==> src/rtl/wwd_pkg.sv <==
package wwd_pkg;

    localparam int CNT_W = 7;
    localparam int TB_W  = 2;
    localparam int EXT_W = (1 << TB_W) - 1;

    localparam logic [CNT_W-1:0] CNT_TOP   = '1;
    localparam logic [CNT_W-1:0] CNT_FLOOR = CNT_W'(1) << (CNT_W - 1);

    typedef struct packed {
        logic [CNT_W-1:0] cnt;
        logic             armed;
        logic [CNT_W-1:0] win;
        logic [TB_W-1:0]  tb;
        logic             req;
    } wd_state_t;

    localparam wd_state_t WD_RST = '{
        cnt:   CNT_TOP,
        armed: 1'b0,
        win:   CNT_TOP,
        tb:    '0,
        req:   1'b0
    };

endpackage

==> src/rtl/wwd_prescale.sv <==
module wwd_prescale
    import wwd_pkg::*;
#(
    parameter int FIX_DIV = 4096
) (
    input  logic            clk,
    input  logic            rst_n,
    input  logic            en,
    input  logic            clr,
    input  logic [TB_W-1:0] tb,
    output logic            tick
);

    localparam int PRE_W = (FIX_DIV > 1) ? $clog2(FIX_DIV) : 1;

    logic             base_wrap;
    logic [EXT_W-1:0] ext_d, ext_q;
    logic [EXT_W-1:0] ext_lim;

    generate
        if (FIX_DIV == 1) begin : g_nofix
            assign base_wrap = en;
        end else begin : g_fix
            logic [PRE_W-1:0] pre_d, pre_q;

            always_comb begin
                pre_d = pre_q;
                if (clr) begin
                    pre_d = '0;
                end else if (en) begin
                    if (pre_q == PRE_W'(FIX_DIV - 1)) begin
                        pre_d = '0;
                    end else begin
                        pre_d = pre_q + PRE_W'(1);
                    end
                end
            end

            always_ff @(posedge clk or negedge rst_n) begin
                if (!rst_n) begin
                    pre_q <= '0;
                end else begin
                    pre_q <= pre_d;
                end
            end

            assign base_wrap = en && (pre_q == PRE_W'(FIX_DIV - 1));
        end
    endgenerate

    always_comb begin
        ext_lim = EXT_W'((32'd1 << tb) - 32'd1);
        tick    = base_wrap && (ext_q >= ext_lim);
        ext_d   = ext_q;
        if (clr) begin
            ext_d = '0;
        end else if (tick) begin
            ext_d = '0;
        end else if (base_wrap) begin
            ext_d = ext_q + EXT_W'(1);
        end
    end

    always_ff @(posedge clk or negedge rst_n) begin
        if (!rst_n) begin
            ext_q <= '0;
        end else begin
            ext_q <= ext_d;
        end
    end

endmodule

==> src/rtl/wwd_judge.sv <==
module wwd_judge
    import wwd_pkg::*;
(
    input  logic             armed,
    input  logic [CNT_W-1:0] cnt,
    input  logic [CNT_W-1:0] win,
    input  logic             wr,
    input  logic             wr_arm,
    input  logic [CNT_W-1:0] wr_val,
    input  logic             tick,
    output logic             fault,
    output logic             load
);

    logic too_early;
    logic too_low_load;
    logic too_late;

    always_comb begin
        too_early    = wr && armed && (cnt > win);
        too_low_load = wr && (armed || wr_arm) && (wr_val < CNT_FLOOR);
        too_late     = !wr && tick && armed && (cnt == CNT_FLOOR);
        fault        = too_early || too_low_load || too_late;
        load         = wr && !fault;
    end

endmodule

==> src/rtl/win_wdog.sv <==
module win_wdog
    import wwd_pkg::*;
#(
    parameter int FIX_DIV = 4096
) (
    input  logic         clk,
    input  logic         rst_n,
    input  logic         blk_en,
    input  logic         ctl_wr,
    input  logic [7:0]   ctl_data,
    input  logic         cfg_wr,
    input  logic [6:0]   cfg_win,
    input  logic [1:0]   cfg_tb,
    output logic         rst_req,
    output logic [6:0]   cnt_val
);

    wd_state_t st_d, st_q;

    logic tick;
    logic fault;
    logic load;
    logic wr_ok;
    logic clr;
    logic cur_armed;
    logic [CNT_W-1:0] cur_win;

    assign wr_ok = blk_en && ctl_wr;
    assign clr   = blk_en && fault;

    wwd_prescale #(
        .FIX_DIV (FIX_DIV)
    ) i_pre (
        .clk   (clk),
        .rst_n (rst_n),
        .en    (blk_en),
        .clr   (clr),
        .tb    (st_q.tb),
        .tick  (tick)
    );

    wwd_judge i_judge (
        .armed  (st_q.armed),
        .cnt    (st_q.cnt),
        .win    (st_q.win),
        .wr     (wr_ok),
        .wr_arm (ctl_data[7]),
        .wr_val (ctl_data[CNT_W-1:0]),
        .tick   (tick),
        .fault  (fault),
        .load   (load)
    );

    always_comb begin
        st_d     = st_q;
        st_d.req = 1'b0;
        if (blk_en) begin
            if (fault) begin
                st_d     = WD_RST;
                st_d.req = 1'b1;
            end else begin
                if (cfg_wr) begin
                    st_d.win = cfg_win;
                    st_d.tb  = cfg_tb;
                end
                if (load) begin
                    st_d.cnt   = ctl_data[CNT_W-1:0];
                    st_d.armed = st_q.armed | ctl_data[7];
                end else if (tick) begin
                    st_d.cnt = st_q.cnt - CNT_W'(1);
                end
            end
        end
    end

    always_ff @(posedge clk or negedge rst_n) begin
        if (!rst_n) begin
            st_q <= WD_RST;
        end else begin
            st_q <= st_d;
        end
    end

    assign rst_req   = st_q.req;
    assign cnt_val   = st_q.cnt;
    assign cur_armed = st_q.armed;
    assign cur_win   = st_q.win;

endmodule

==> config.mk <==
export PLATFORM = sky130hd
export DESIGN_NAME = win_wdog
export DESIGN_NICKNAME = d
export VERILOG_FILES = /design/src/rtl/wwd_pkg.sv /design/src/rtl/wwd_prescale.sv /design/src/rtl/wwd_judge.sv /design/src/rtl/win_wdog.sv
export SDC_FILE = /design/constraint.sdc
export NUM_CORES = 1
export LEC_CHECK = 0
export BUFFER_PORTS_ARGS = -buffer_cell sky130_fd_sc_hd__buf_2
export CAP_MARGIN = 15
export CORE_ASPECT_RATIO = 1.25
export CORE_MARGIN = 2
export CORE_UTILIZATION = 45
export DETAILED_ROUTE_END_ITERATION = 16
export PLACE_DENSITY = 0.72
export SLEW_MARGIN = 30
export SYNTH_ARGS = -nofsm -noshare
export SYNTH_HDL_FRONTEND = slang
export SYNTH_SLANG_ARGS = --single-unit
==> constraint.sdc <==
create_clock -name clk -period 5.6 [get_ports clk]
set_clock_uncertainty 0.2 [all_clocks]
set_input_delay 0 -clock clk [delete_from_list [all_inputs] [get_ports clk]]
set_output_delay 0 -clock clk [all_outputs]
set_load 0.02 [all_outputs]
==> flow_metrics.env <==
export IMPL_status="finished clean"
export IMPL_synth_edf_count=0
export IMPL_start_util_pct=47.5
export IMPL_synth_top_cell_area_share_pct=24.0
export IMPL_cts_tree="yes"
export IMPL_yosysWarnings=0
export IMPL_critPathBufInv=1
export IMPL_antenna_found_initial=0
export IMPL_die_w_um=63.3
export IMPL_synthCells=227
export IMPL_yosysUniqueCellTypes=42
export IMPL_p_per_area_nw_per_um2=318
export IMPL_crit_arrival_ps=3000
export IMPL_hold_path_class="input pin to flop"
export IMPL_irDropWorstVdd_v=0.000127
export IMPL_postRouteAntennaNets=0
export IMPL_syn_num_nets=262
export IMPL_placed_cells=304
export IMPL_clockBufferDepth=2
export IMPL_r2r_slack_ps=2630
export IMPL_ys_async_sr_fraction_pct=100
export IMPL_fin_tns_setup_ps=0
export IMPL_fillCellCount=382
export IMPL_grt_use_total_pct=20.5
export IMPL_grt_max_degree=34
export IMPL_drc=0
export IMPL_port_buffer_count=29
export IMPL_stdcell_count=339
export IMPL_period_share_pct=53.1
export IMPL_synth_largest_area_cell="dfrtp_1"
export IMPL_worst_slew_pin_slew_ps=730
export IMPL_power_leakage_uw=0.00115
export IMPL_synth_top_flop_cell="dfrtp_1"
export IMPL_clk_latency_ps=290
export IMPL_ys_ff_latch=33
export IMPL_htreeDepth=2
export IMPL_rows=26
export IMPL_crit_required_ps=5630
export IMPL_nets=317
export IMPL_via_per_inst=5.18
export IMPL_drv_slew=0
export IMPL_synthTopCellsByArea="dfrtp_1 24%, dfstp_2 19%, ha_1 8.2%"
export IMPL_path_depth=9
export IMPL_via_count=1756
export IMPL_path_cells="or2_2 -> ha_1 -> nor2b_1 -> o21ai_1 -> nand4_1 -> and3_1 -> clkinv_2 -> o21ai_2 -> a22o_1"
export IMPL_io_pins=30
export IMPL_cts_root_buf="clkbuf_8"
export IMPL_synth_most_common_cell="nand3_1"
export IMPL_die_area_um2=4950
export IMPL_synth_cell_area_um2=1980
export IMPL_hold_viol_final=0
export IMPL_routabilityCongestion=0.800
export IMPL_cts_resized=0
export IMPL_grt_overflow=0
export IMPL_maxCapViolations=0
export IMPL_n_antenna_cell=0
export IMPL_multi_input_area_um2=1010
export IMPL_crit_fanout=16
export IMPL_avgSynthCellArea_um2=8.71
export IMPL_drtIter0Drc=98
export IMPL_drt_total_wl_mm=4.61
export IMPL_min_delay_path_depth=3
export IMPL_hold_end="cur_win[1]$_DFFE_PN1P_"
export IMPL_ys_seq_area_share_pct=42.6
export IMPL_r2r_start="st_q[2]$_DFFE_PN0P_"
export IMPL_r2r_end="st_q[2]$_DFFE_PN0P_"
export IMPL_critPathMaxStageDelay_ps=530
export IMPL_seqCellArea_um2=843
export IMPL_clkSlewWorstSetupHoldPaths_ps=70
export IMPL_core_area_um2=4160
export IMPL_critPathKind="flop to flop"
export IMPL_grt_pass1_wl_mm=7.99
export IMPL_crit_family="simple AND/OR/NAND/NOR gates"
export IMPL_period_minus_slack_ps=2970
export IMPL_fmax_ghz=0.336
export IMPL_worst_setup_path_end_kind="flop"
export IMPL_wire_per_inst_um=13.6
export IMPL_hp_start="cfg_wr"
export IMPL_areaGrowthSynthToFinish_pct=26.6
export IMPL_cp_slowest_cell="and3_1"
export IMPL_fp_dieH_um=78.1
export IMPL_netlist_top_cells_count="24 x nand3_1, 23 x nor2_1, 21 x inv_1, 19 x dfrtp_1, 17 x nand2_1"
export IMPL_worstRegToRegCells=9
export IMPL_rsz0062_at_grt="false"
export IMPL_slew_headroom_pct=51.3
export IMPL_utilization_pct=60.1
export IMPL_setup_viol=0
export IMPL_grt_pass1_vias=1792
export IMPL_layout_drive_gt1_share_pct=19.8
export IMPL_dp_hpwl_mm=3.03
export IMPL_cts_buffers=5
export IMPL_first_pass_iters=4
export IMPL_startpoint_type="flop"
export IMPL_cts_sinks=33
## how the worst max path moves through the flow
stage	startpoint	endpoint
2_1_floorplan	st_q[2]$_DFFE_PN0P_	st_q[1]$_DFFE_PN0P_
3_3_place_gp	st_q[2]$_DFFE_PN0P_	st_q[2]$_DFFE_PN0P_
3_5_place_dp	st_q[2]$_DFFE_PN0P_	st_q[1]$_DFFE_PN0P_
4_1_cts	st_q[2]$_DFFE_PN0P_	st_q[1]$_DFFE_PN0P_
5_1_grt	st_q[2]$_DFFE_PN0P_	st_q[2]$_DFFE_PN0P_
6_report	st_q[2]$_DFFE_PN0P_	st_q[2]$_DFFE_PN0P_
## routing by layer
metal	global-route usage, %	vias up	routed length (um)
li1	-	898	-
met1	24.7	823	2040
met2	36.5	28	2370
met3	3.87	7	138
met4	7.17	0	67
met5	0	-	0
## state kept, by name (all words and copies together) (netlist names)
register / flops
rst_req: 1
i_pre.g_fix.pre_q: 12
cur_win: 7
cur_armed: 1
i_pre.ext_q: 3
st_q: 2
cnt_val: 7
## layout make-up
type                       count  share of cell area [%]
clock inverter                 2                   0.400
tap                           56                    2.80
inverter                      22                    3.35
multi-input combinational    164                    40.3
clock buffer                   6                    2.90
timing repair buffer          56                    16.6
sequential                    33                    33.7
## where the power goes
part	internal, uW	switching [uW]
Combinational	117	138
Clock	86.1	89.1
Sequential	310	56.2
## tightest hold or removal path: cells and delay by family
family / cells / cell delay, ps
buffers and inverters: 1 / 190
and+or+nand+nor: 1 / 160
AOI/OAI and AO/OA: 1 / 160
## metrics by stage
step | hold slack, ps | setup WS [ps] | total power [uW] | area (um^2)
after CTS | 4.07 | 2660 | 798 | 2500
after global routing | 57.6 | 2410 | 856 | 2500
after global placement | -97.8 | 2790 | 592 | 2150
after detailed placement | -88.6 | 2710 | 599 | 2150
final | 25.7 | 2630 | 796 | 2500
after floorplan | -496 | 3190 | 531 | 1980
## placed cells by master (no fill, tap or decap), types with 2 or more instances in the layout
cell	instances
xnor2_1	4
inv_1	21
nand3_1	24
buf_2	29
xor2_1	2
nor3_1	5
o22ai_1	2
a2bb2oi_1	3
dlygate4sd3_1	27
clkbuf_8	5
dfstp_2	14
nand4_1	6
clkinv_2	3
dfrtp_1	19
a21boi_0	2
and3_1	7
and2_1	2
o311ai_0	3
o21ai_0	15
a21oi_1	12
ha_1	13
nand2_1	17
nand2b_1	4
nor2_1	23
a22o_1	2
a21o_1	2
## timing repair
| item | in CTS | in global routing |
|---|---|---|
| setup endpoints to repair | 0 | 0 |
| buffers inserted | 0 | 0 |
| endpoints found under the hold margin | 40 | 0 |
| hold buffers | 27 | 0 |
## cell families after synthesis
| group | Yosys count | share of synthesized area, % |
|---|---|---|
| AO/OA/AOI/OAI | 48 | 15.2 |
| XOR/XNOR | 6 | 2.66 |
| adder cells (fa/ha/maj) | 13 | 8.22 |
| buffers and inverters | 30 | 6.39 |
| flip-flops | 33 | 42.6 |
| AND/OR/NAND/NOR | 97 | 24.9 |
Note: power is estimated with default switching activity, not from simulation.
